## src/rtl/bfw_pkg.sv

```systemverilog
package bfw_pkg;

   typedef enum logic [1:0] {
      WD_RUN  = 2'd0,
      WD_HOLD = 2'd1,
      WD_STOP = 2'd2
   } wd_state_e;

   localparam int STAT_W        = 3;
   localparam int STAT_FAIL_BIT = 0;
   localparam int STAT_SEL_BIT  = 1;
   localparam int STAT_STOP_BIT = 2;

endpackage

```

## src/rtl/bfw_sync.sv

```systemverilog
module bfw_sync #(
   parameter int STAGES = 2
) (
   input  logic clk,
   input  logic rst_n,
   input  logic d_async,
   output logic q_sync
);

   generate
      if (STAGES < 0) begin : g_bad_stages
         initial $error("bfw_sync: STAGES must not be negative");
      end

      if (STAGES == 0) begin : g_pass
         assign q_sync = d_async;
      end else begin : g_chain
         logic [STAGES-1:0] chain_q;
         always_ff @(posedge clk or negedge rst_n) begin
            if (!rst_n) chain_q <= '0;
            else        chain_q <= {chain_q[STAGES-2 >= 0 ? STAGES-2 : 0:0], d_async} ;
         end
         assign q_sync = chain_q[STAGES-1];
      end
   endgenerate

endmodule

```

## src/rtl/bfw_timer.sv

```systemverilog
module bfw_timer
   import bfw_pkg::*;
#(
   parameter int EXPIRE_CYCLES = 1000,
   parameter int HOLD_CYCLES   = 16
) (
   input  logic clk,
   input  logic rst_n,
   input  logic arm,
   input  logic stop_stb,
   output logic expire,
   output logic rst_req,
   output logic stopped
);

   localparam int MAX_SPAN = (EXPIRE_CYCLES > HOLD_CYCLES) ? EXPIRE_CYCLES : HOLD_CYCLES;
   localparam int CNT_W    = $clog2(MAX_SPAN + 1);
   localparam logic [CNT_W-1:0] EXP_LAST  = CNT_W'(EXPIRE_CYCLES - 1);
   localparam logic [CNT_W-1:0] HOLD_LAST = CNT_W'(HOLD_CYCLES - 1);

   generate
      if (EXPIRE_CYCLES < 2) begin : g_bad_expire
         initial $error("bfw_timer: EXPIRE_CYCLES must be at least 2");
      end
      if (HOLD_CYCLES < 1) begin : g_bad_hold
         initial $error("bfw_timer: HOLD_CYCLES must be at least 1");
      end
   endgenerate

   wd_state_e        state_q;
   logic [CNT_W-1:0] cnt_q;

   always_comb begin
      expire = (state_q == WD_RUN) && !stop_stb && arm && (cnt_q == EXP_LAST);
   end

   always_ff @(posedge clk or negedge rst_n) begin
      if (!rst_n) begin
         state_q <= WD_RUN;
         cnt_q   <= '0;
      end else begin
         unique case (state_q)
            WD_RUN: begin
               if (stop_stb) begin
                  state_q <= WD_STOP;
                  cnt_q   <= '0;
               end else if (!arm) begin
                  cnt_q <= '0;
               end else if (cnt_q == EXP_LAST) begin
                  state_q <= WD_HOLD;
                  cnt_q   <= '0;
               end else begin
                  cnt_q <= cnt_q + 1'b1;
               end
            end
            WD_HOLD: begin
               if (cnt_q == HOLD_LAST) begin
                  state_q <= WD_RUN;
                  cnt_q   <= '0;
               end else begin
                  cnt_q <= cnt_q + 1'b1;
               end
            end
            WD_STOP: begin
               state_q <= WD_STOP;
               cnt_q   <= '0;
            end
            default: begin
               state_q <= WD_RUN;
               cnt_q   <= '0;
            end
         endcase
      end
   end

   assign rst_req = (state_q == WD_HOLD);
   assign stopped = (state_q == WD_STOP);


   stop_in_hold_chk: assert property (@(posedge clk) disable iff (!rst_n)
      (rst_req && !stopped) |=> !stopped);


   no_reset_after_stop_chk: assert property (@(posedge clk) disable iff (!rst_n)
      (stopped && !rst_req) |=> !rst_req);

endmodule

```

## src/rtl/bfw_select.sv

```systemverilog
module bfw_select (
   input  logic clk,
   input  logic rst_n,
   input  logic expire,
   input  logic card_s,
   input  logic jumper_s,
   output logic failed_over,
   output logic boot_alt
);

   logic fail_q;

   always_ff @(posedge clk or negedge rst_n) begin
      if (!rst_n)      fail_q <= 1'b0;
      else if (expire) fail_q <= 1'b1;
   end

   assign failed_over = fail_q;
   assign boot_alt    = card_s ? jumper_s : fail_q;


   flag_sticky_chk: assert property (@(posedge clk) disable iff (!rst_n)
      fail_q |=> fail_q);


   no_switch_back_chk: assert property (@(posedge clk) disable iff (!rst_n)
      (!card_s && fail_q) |=> (card_s || boot_alt));

endmodule

```

## src/rtl/boot_failover_wdog.sv

```systemverilog
module boot_failover_wdog
   import bfw_pkg::*;
#(
   parameter int EXPIRE_CYCLES = 1000,
   parameter int HOLD_CYCLES   = 16,
   parameter int SYNC_STAGES   = 2
) (
   input  logic              clk,
   input  logic              por_n,
   input  logic              card_present,
   input  logic              jumper_alt,
   input  logic              sw_stop,
   output logic              cpu_rst,
   output logic              boot_alt,
   output logic [STAT_W-1:0] stat
);

   generate
      if (EXPIRE_CYCLES <= SYNC_STAGES + 1) begin : g_bad_ratio
         initial $error("boot_failover_wdog: EXPIRE_CYCLES must exceed SYNC_STAGES + 1");
      end
   endgenerate

   logic card_s;
   logic jumper_s;
   logic expire;
   logic stopped;
   logic failed_over;

   bfw_sync #(.STAGES(SYNC_STAGES)) u_card_sync (
      .clk     (clk),
      .rst_n   (por_n),
      .d_async (card_present),
      .q_sync  (card_s)
   );

   bfw_sync #(.STAGES(SYNC_STAGES)) u_jumper_sync (
      .clk     (clk),
      .rst_n   (por_n),
      .d_async (jumper_alt),
      .q_sync  (jumper_s)
   );

   bfw_timer #(
      .EXPIRE_CYCLES (EXPIRE_CYCLES),
      .HOLD_CYCLES   (HOLD_CYCLES)
   ) u_timer (
      .clk      (clk),
      .rst_n    (por_n),
      .arm      (!card_s),
      .stop_stb (sw_stop),
      .expire   (expire),
      .rst_req  (cpu_rst),
      .stopped  (stopped)
   );

   bfw_select u_select (
      .clk         (clk),
      .rst_n       (por_n),
      .expire      (expire),
      .card_s      (card_s),
      .jumper_s    (jumper_s),
      .failed_over (failed_over),
      .boot_alt    (boot_alt)
   );

   always_comb begin
      stat                = '0;
      stat[STAT_FAIL_BIT] = failed_over;
      stat[STAT_SEL_BIT]  = boot_alt;
      stat[STAT_STOP_BIT] = stopped;
   end


   flag_with_reset_chk: assert property (@(posedge clk) disable iff (!por_n)
      $rose(cpu_rst) |-> (failed_over && boot_alt));


   card_blocks_reset_chk: assert property (@(posedge clk) disable iff (!por_n)
      (card_s && $past(card_s) && !cpu_rst) |=> !cpu_rst);


   card_no_flag_chk: assert property (@(posedge clk) disable iff (!por_n)
      (card_s && !failed_over) |=> !failed_over);

endmodule

```

## config.mk

```make
export PLATFORM = sky130hd
export DESIGN_NAME = boot_failover_wdog
export DESIGN_NICKNAME = d
export VERILOG_FILES = /design/src/rtl/bfw_pkg.sv /design/src/rtl/bfw_sync.sv /design/src/rtl/bfw_timer.sv /design/src/rtl/bfw_select.sv /design/src/rtl/boot_failover_wdog.sv
export SDC_FILE = /design/constraint.sdc
export NUM_CORES = 1
export LEC_CHECK = 0
export ABC_AREA = 1
export ABC_CLOCK_PERIOD_IN_PS = 1540
export BUFFER_PORTS_ARGS = -buffer_cell sky130_fd_sc_hd__buf_2
export CAP_MARGIN = 20
export CORE_MARGIN = 5
export CORE_UTILIZATION = 25
export DETAILED_ROUTE_END_ITERATION = 8
export GPL_TIMING_DRIVEN = 0
export PLACE_DENSITY_LB_ADDON = 0.2
export SYNTH_ARGS = -nofsm -noshare
export SYNTH_HDL_FRONTEND = slang
export SYNTH_SLANG_ARGS = --single-unit
```

## constraint.sdc

```tcl
create_clock -name clk -period 1.54 [get_ports clk]
set_input_delay 0.154 -clock clk [delete_from_list [all_inputs] [get_ports clk]]
set_output_delay 0.154 -clock clk [all_outputs]
set_load 0.02 [all_outputs]
```

==> results by stage, run 1 <==
Setup path:
- Of all nets on the critical path, the largest fanout is 7.
- Counting cells, the worst reg-to-reg path comes to 8.
- The element type at the critical path start is a register.
- STA puts the critical path data arrival time at 1.56 ns.
- The critical path is of the register to register type.
- In this run the worst setup path begins at u_timer.cnt_q[0].
- The startpoint identified for the worst register-to-register timing path is u_timer.cnt_q[0].
- The delay of the slowest critical-path stage is between 0.4 and 0.5 ns.
- Traced cell by cell, the critical path runs through ha_1 > nand3_1 > nor2_1 > nand2_1 > nand2_2 > nand2_4 > inv_6 > nor2_2.
- The cell type of the slowest stage on the worst timing path is sky130_fd_sc_hd__dfrtp_1.
- In this run the worst setup path terminates at u_timer.cnt_q[5].
- The setup slack of the most critical reg-to-reg path is ~0.17 ns.
- The worst register-to-register path ends at u_timer.cnt_q[5].
- The required time of the critical path is roughly 1.7 ns.
- The endpoint type of the worst setup path is a register.

Logic synthesis:
- The synthesized netlist cell count is about 100.
- The netlist uses 22 different library cells.
- Synthesis produced a netlist with a net count of ~110.
- The yosys synthesis warning count is 0.
- The flip-flop and latch count after synthesis is 17.
- The per-instance average area after synthesis is ~8.4 sq um.
- For this run, the register share of the synthesized area comes to 0.491.
- The cell area after synthesis is just under 900 sq um.

Placed design:
- The post-DP HPWL is about 1200 um.
- At the end of routability-driven placement, the weighted congestion stood at 0.849.
- The count of buffers added on input and output ports is 9.
- The worst slack after detailed placement is between 0.15 and 0.2 ns.
- The post-detailed-placement cell area is between 900 and 1000 sq um.

STA:
- After layout, the minimum clock period comes to roughly 1.4 ns.
- The count of pins over their slew limit is 0.
- The post-route clock skew is roughly 0.011 ns.
- The total count of hold-check failures in the final report is 0.
- Setup repair after global routing left no endpoint under its margin.
- Setup violations remaining at the end of the flow were counted as 0.
- The fraction of the cycle the final worst path needs is 0.887.
- Summed over all failing endpoints, the final setup total negative slack is 0 ns.
- On the final layout, the worst hold slack is 0.117 ns.
- The actual slew at the worst max-slew pin is ~0.38 ns.
- The worst max-slew margin expressed relative to the limit is 0.745.
- Timing would allow up to 0.732 GHz.
- Across all setup checks in the final design, the least slack found is 0.174 ns.

Min path:
- The class of the tightest hold or removal check is primary input to register.

Power and ir drop:
- Of the total power, the share spent switching nets is 0.242.
- The relative contribution of combinational cells to total power is 0.042.
- The register share of total power is 0.609.
- In this run the static leakage power is 0.000478 uW.
- The analysis attributes to net switching a power of between 150 and 200 uW.
- The proportion of power drawn by the clock network is 0.349.
- The total power divided by cell area is between 700 and 800 nW/um^2.
- The internal power summed over all cells is roughly 560 uW.
- Across the VDD grid, the largest voltage drop is approximately 0.21 mV.

Clock tree:
- The clock passes through at most 2 buffers.
- In this run the number of H-tree levels came out at 1.
- For this design, the sink count on the clock tree is 17.
- The worst-skew pair later-pin latency is 0.30 ns.
- TritonCTS created 3 clock buffers.
- TritonCTS built the clock tree.
- The tree is rooted in a sky130_fd_sc_hd__clkbuf_4.
- The count of buffers added by post-CTS timing repair for setup is 0.
- After clock tree synthesis, the clock-pin slew on the worst setup and hold paths is ~0.12 ns.

GRT:
- The first global-routing pass estimated about 2800 um of wire.
- The largest net degree at the start of global routing is 18.
- The number of global-route vias before repair is 660.
- The total congestion overflow is 0.
- Across every metal layer, demand over resource in global routing totals 0.0809.
- The number of antenna violations at the first check in global routing was 0.

Layout:
- The top cell types in the final layout, fill and taps aside, are 24 x sky130_fd_sc_hd__nand2_1, 17 x sky130_fd_sc_hd__dfrtp_1, 11 x sky130_fd_sc_hd__nor2_1, 11 x sky130_fd_sc_hd__inv_1, 9 x sky130_fd_sc_hd__buf_2.
- The relative area change from synthesis to final layout is 18.8%.
- The final-layout fill cell count is 371.
- Leaving out fill and tap cells, the most frequent cell in the layout is sky130_fd_sc_hd__nand2_1.
- The final layout contains about 130 nets.
- The utilization after layout is 0.308.
- 0 antenna diodes ended up in the layout.
- The finished cells cover 1030 sq um.
- In the final layout, the share of cells above drive strength 1 is 0.303.

Route:
- The first TritonRoute pass finished after 4 iterations.
- The detailed-route wire length is approximately 1600 um.
- The total via count after detailed routing is 680.
- The count of nets left with antenna violations after detail routing is 0.
- For this block, the initial DRC count from the detailed router was 14.
- After detailed routing, the number of vias per cell comes to around 4.1.
- In the final routed layout, each cell accounts on average for a little under 10 um.
- The remaining design rule violation count is 0.

Floorplan:
- The initial utilization of the core area, before any placement, comes to 0.259.
- The overall die width is ~70 um.
- The die covers around 4700 sq um.
- The number of core rows is 21.
- The floorplan step defined a core boundary enclosing 3340 sq um.
- The I/O pin count is 10.
- The height of the die is ~69 um.

Run status:
- The run finished with clean final reports.

Job:
- The max-capacitance violation count is 0.
[layer usage]
metal	part of all wire	GRT usage	up-vias	wire (um)
met4	0.014	0.0438	0	23
met5	0	0	-	0
li1	-	-	343	-
met3	0.046	0.0243	2	75
met2	0.50	0.135	8	817
met1	0.44	0.0925	327	712
[flip-flops by register name, summed over array words and instances, names as in the netlist]
register,flops
u_card_sync.g_chain.chain_q,2
u_jumper_sync.g_chain.chain_q,2
u_select.failed_over,1
u_timer.cnt_q,10
u_timer.state_q,2
[how the worst min path moves through the flow]
stage	from	slack, ns	depth (start not counted)	endpoint
final	sw_stop	0.12	3	u_timer.state_q[1]
after global placement	por_n	0.10	1	u_select.failed_over
after CTS	sw_stop	0.11	3	u_timer.state_q[1]
after global routing	sw_stop	0.14	3	u_timer.state_q[1]
after floorplan	por_n	-0.14	0	u_card_sync.g_chain.chain_q[0]
after detailed placement	por_n	0.10	1	u_select.failed_over
[through the flow]
| step | std cells | power [uW] |
|---|---|---|
| 3_5_place_dp | 158 | 489 |
| 4_1_cts | 165 | 750 |
| 6_report | 165 | 744 |
| 2_1_floorplan | 103 | 471 |
| 5_1_grt | 165 | 776 |
| 3_3_place_gp | 158 | 488 |
[cells in the mapped netlist]
cell type	number	area share
sky130_fd_sc_hd__nor2_4	1	0.013
sky130_fd_sc_hd__nand2_2	2	0.014
sky130_fd_sc_hd__nand4_1	2	0.014
sky130_fd_sc_hd__o21ai_1	2	0.012
sky130_fd_sc_hd__dfrtp_1	17	0.49
sky130_fd_sc_hd__buf_4	3	0.026
sky130_fd_sc_hd__inv_6	1	0.010
sky130_fd_sc_hd__nor2_1	11	0.048
sky130_fd_sc_hd__o21ai_0	1	0.0058
sky130_fd_sc_hd__inv_1	11	0.048
sky130_fd_sc_hd__nor3_4	1	0.019
sky130_fd_sc_hd__ha_1	1	0.014
sky130_fd_sc_hd__xor2_1	2	0.020
sky130_fd_sc_hd__nand2_1	24	0.10
sky130_fd_sc_hd__xnor2_1	1	0.010
sky130_fd_sc_hd__nand3_1	5	0.029
sky130_fd_sc_hd__inv_2	5	0.022
sky130_fd_sc_hd__nor3_1	1	0.0058
sky130_fd_sc_hd__nand3_2	1	0.012
sky130_fd_sc_hd__nand2_4	1	0.013
sky130_fd_sc_hd__a21oi_1	2	0.012
sky130_fd_sc_hd__nor2_2	8	0.058
[layout make-up]
type | count | area, sq um | area share
repair buffers | 12 | 75.1 | 0.0730
well taps | 46 | 57.6 | 0.0560
inverters | 17 | 68.8 | 0.0669
clock buffers | 3 | 22.5 | 0.0219
multi-input cells | 66 | 349 | 0.339
flip-flops and latches | 17 | 425 | 0.414
plain buffers | 3 | 22.5 | 0.0219
clock inverters | 1 | 7.51 | 0.00730
[power by group through the flow]
stage	Sequential [uW]	Combinational (uW)	Clock (uW)
after floorplan	462	9.24	0
after global placement	462	26.3	0
after detailed placement	462	26.7	0
after CTS	453	32.6	264
after global routing	454	36.0	286
final	453	31.3	259
[timing repair]
item	4_1_cts	5_1_grt
hold endpoints to repair	19	0
hold buffers	3	0
resized for setup	0	0
[logic make-up (layout without fill, tap and decap cells)]
logic type | count (synthesis) | after routing | share of synthesized area
xor gates and xnor gates | 3 | 3 | 0.0304
and+or+nand+nor | 57 | 57 | 0.329
DFF | 17 | 17 | 0.491
buffers and inverters | 20 | 36 | 0.105
AOI/OAI and AO/OA | 5 | 5 | 0.0289
adders and majority gates | 1 | 1 | 0.0144
[critical path, delay by kind of cell, from the launching register on]
kind,cells,cell delay (ns)
and+or+nand+nor,6,0.51
DFF,1,0.41
adders and majority gates,1,0.25
buffers and inverters,1,0.10
(Power assumes the default switching activity.)
==> run 2: changes to the inputs <==
ABC_CLOCK_PERIOD_IN_PS = 1200   (was 1540)
clock period = 1.2 ns   (was 1.54 ns; I/O delays follow)
==> run 2 against run 1 <==
The flow now finishes with violations (setup timing). Worst setup slack got worse by 0.22 ns. Fmax increased by 9.9%. Combinational power increased by 60%. Clock-buffer cell count unchanged. Routed wire length increased by 3.8%. Clock power increased by 19%. Sequential cell count unchanged.
==> results by stage, run 2 (synthesized netlist as in run 1, its figures left out) <==
Run status:
- Result of the run: complete, but fails checks (was finished clean).
- The checks that failed: setup timing.

Layout:
- The largest register by flop count is u_timer.cnt_q (unchanged).
- Most used cells in the layout excluding fill and tap cells: 23 x sky130_fd_sc_hd__nand2_1, 15 x sky130_fd_sc_hd__dfrtp_1, 11 x sky130_fd_sc_hd__nor2_2 (was 24 x sky130_fd_sc_hd__nand2_1, 17 x sky130_fd_sc_hd__dfrtp_1, 11 x sky130_fd_sc_hd__nor2_1, 11 x sky130_fd_sc_hd__inv_1, 9 x sky130_fd_sc_hd__buf_2).
- The area of all sequential standard cells came to 428 sq um (was 425 sq um).
- The net count of the finished layout came to 131 (was 126).
- The most common cell after layout, fill and taps aside was sky130_fd_sc_hd__nand2_1 (unchanged).
- The fraction of final layout cells sized beyond drive strength 1 is 0.411 (was 0.303).
- The number of antenna diodes is 0 (unchanged).
- The post-route cell area is 1130 sq um (was 1030 sq um).
- The number of cells in the finished layout apart from fillers is 170 (was 165).
- The relative area change from synthesis to final layout came to 30.6% (was 18.8%).
- The final-layout fill cell count is 361 (was 371).
- The area used by multi-input combinational logic is 380 sq um (was 349 sq um).
- The number of flip-flops under the largest register name is 10 (unchanged).

STA:
- The total count of hold-check failures in the final report was 0 (unchanged).
- The total negative slack for setup checks came to -0.349 ns (was 0 ns).
- The fraction of the cycle the final worst path needs is 1.04 (was 0.887).
- The post-layout worst setup margin is -0.0434 ns (was 0.174 ns).
- The worst max-slew margin expressed relative to the limit is 0.742 (was 0.745).
- The count of pins over their slew limit is 0 (unchanged).
- The actual slew at the worst max-slew pin is 0.388 ns (was 0.383 ns).
- The final setup violation count is 11 (was 0).
- The post-route clock skew is 0.00284 ns (was 0.0111 ns).
- Unrepaired setup endpoints after global routing: true (was false).
- The achievable frequency is 0.804 GHz (was 0.732 GHz).
- The shortest period the worst path allows is 1.24 ns (was 1.37 ns).

Setup path:
- The number of cells traversed by the worst register-to-register path is 8 (unchanged).
- The reg-to-reg endpoint is u_timer.cnt_q[6] (was u_timer.cnt_q[5]).
- The buffering stage count on the worst path with inverters included was 1 (unchanged).
- The data arrival time of the critical path is 1.43 ns (was 1.56 ns).
- The kind of cell adding the most delay to the critical path was simple AND/OR/NAND/NOR gates (unchanged).
- The origin of the worst setup path is u_timer.cnt_q[0] (unchanged).
- The required time of the critical path came to 1.39 ns (was 1.73 ns).
- The category of the most critical setup path is register to register (unchanged).
- Cells along the critical path: ha_4 > nand3_2 > nor2_1 > nand2_1 > nand2_2 > nand2_4 > inv_8 > nor2_2 (was ha_1 > nand3_1 > nor2_1 > nand2_1 > nand2_2 > nand2_4 > inv_6 > nor2_2).
- The setup slack of the most critical reg-to-reg path is -0.04 ns (was 0.17 ns).
- The element type at the critical path start is a register (unchanged).
- The reg-to-reg critical path startpoint is u_timer.cnt_q[0] (unchanged).
- The delay of the slowest critical-path stage came to 0.40 ns (was 0.41 ns).
- The endpoint type of the worst setup path is a register (unchanged).
- The cell type of the slowest stage on the worst timing path is sky130_fd_sc_hd__dfrtp_1 (unchanged).
- The end point of the critical path was u_timer.cnt_q[6] (was u_timer.cnt_q[5]).
- The cell depth of the worst setup path came to 8 (unchanged).
- The top fanout value on the critical path is 7 (unchanged).

GRT:
- The number of global-route vias before repair came to 698 (was 660).
- The overall routing resource usage is 0.0870 (was 0.0809).
- The global-route wire length before repair came to 2900 um (was 2780 um).
- The largest net degree at the start of global routing is 18 (unchanged).
- The number of antenna violations at the first check in global routing is 0 (unchanged).
- The total congestion overflow was 0 (unchanged).

Min path:
- The class of the tightest hold or removal check was primary input to register (unchanged).

Clock tree:
- The maximum buffer depth of the clock tree is 2 (unchanged).
- The worst-skew pair later-pin latency is 0.29 ns (was 0.30 ns).
- The cell chosen for the clock root is sky130_fd_sc_hd__clkbuf_4 (unchanged).
- The number of clock buffers inserted by TritonCTS came to 3 (unchanged).
- The total clock sinks is 17 (unchanged).
- The TritonCTS clock tree was yes (unchanged).
- The number of levels the H-tree was split into is 1 (unchanged).
- The clock transition at the registers of the reported paths came to 0.10 ns (was 0.12 ns).

Power and ir drop:
- The fraction of power spent switching nets was 0.226 (was 0.242).
- The leakage power figure is 0.000511 uW (was 0.000478 uW).
- The switching power of the nets is 213 uW (was 180 uW).
- The maximum vdd drop is 0.212 mV (was 0.207 mV).
- The overall power of the completed layout was 941 uW (was 744 uW).
- The register share of total power was 0.618 (was 0.609).
- The internal power summed over all cells is 728 uW (was 564 uW).
- The relative contribution of combinational cells to total power is 0.053 (was 0.042).
- The proportion of power drawn by the clock network was 0.329 (was 0.349).
- The total power divided by cell area came to 832 nW/um^2 (was 723 nW/um^2).

Route:
- The count of nets left with antenna violations after detail routing is 0 (unchanged).
- The first-pass iteration count of the detailed router was 2 (was 4).
- The remaining design rule violation count was 0 (unchanged).
- The total via count after detailed routing is 681 (was 680).
- The detailed-route wire length came to 1690 um (was 1630 um).
- The starting DRC count in detailed routing was 12 (was 14).
- The wire length per cell is 9.95 um (was 9.87 um).
- The average vias per placed instance is 4.01 (was 4.12).

Placed design:
- The number of buffers added on ports is 9 (unchanged).
- The total placed cells including tap cells came to 158 (unchanged).
- The worst slack after detailed placement was -0.118 ns (was 0.195 ns).
- The post-DP HPWL is 1210 um (was 1230 um).
- The placer congestion estimate is 0.879 (was 0.849).
- The post-detailed-placement cell area came to 971 sq um (was 968 sq um).

Floorplan:
- The effective utilization at floorplan was 0.259 (unchanged).
- The total core area came to 3340 sq um (unchanged).
- The I/O pin count was 10 (unchanged).
- The die area came to 4740 sq um (unchanged).
- The number of core rows is 21 (unchanged).
- The overall die width was 68.9 um (unchanged).
- The height of the die is 68.9 um (unchanged).

Job:
- The max-capacitance violation count came to 0 (unchanged).
## run 2: final cells by class
class / count / share of cell area
plain buffers: 2 / 0.0133
repair buffers: 18 / 0.134
inverters: 17 / 0.0631
well taps: 46 / 0.0509
flip-flops and latches: 17 / 0.378
multi-input cells: 66 / 0.336
clock inverters: 1 / 0.00442
clock buffers: 3 / 0.0199
## run 2: power groups by stage
stage | Sequential, uW | Clock (uW) | Combinational (uW)
floorplan | 593 | 0 | 12.1
global placement | 593 | 0 | 34.0
detailed placement | 593 | 0 | 34.6
CTS | 582 | 331 | 48.4
global route | 583 | 363 | 55.6
finish | 582 | 309 | 50.0
## run 2: worst min path at each step
stage,start,to,slack (ns),cells after the start
floorplan,por_n,u_card_sync.g_chain.chain_q[0],-0.18,0
global placement,por_n,u_timer.cnt_q[4],0.07,1
detailed placement,por_n,u_select.failed_over,0.07,1
CTS,sw_stop,u_timer.state_q[1],0.06,3
global route,sw_stop,u_timer.state_q[1],0.07,3
finish,sw_stop,u_timer.state_q[1],0.07,3
## run 2: metrics by stage
stage / util / hold WS, ns
finish: 0.339 / 0.0740
global route: 0.339 / 0.0732
CTS: 0.330 / 0.0555
detailed placement: 0.291 / 0.0718
global placement: 0.291 / 0.0654
floorplan: - / -0.176
## run 2: what timing repair did
| item | in CTS | in global routing |
|---|---|---|
| cloned | 0 | 0 |
| setup buffers | 5 | 1 |
| endpoints found under the hold margin | 19 | 0 |
| hold buffers | 3 | 0 |
| resized for setup | 11 | 10 |
| setup endpoints to repair | 14 | 14 |
| pin swaps | 6 | 7 |
## run 2: tightest hold or removal path: cells and delay by family
kind | cells | cell delay, ns
AO/OA/AOI/OAI | 1 | 0.06
buffers and inverters | 2 | 0.15
## run 2: layer usage
metal  vias to the layer above  global-route usage  share of wire
li1                        354                   -              -
met5                         -                   0              0
met1                       313              0.0885           0.42
met4                         0              0.0657          0.027
met3                         4              0.0243          0.046
met2                        10               0.150           0.50
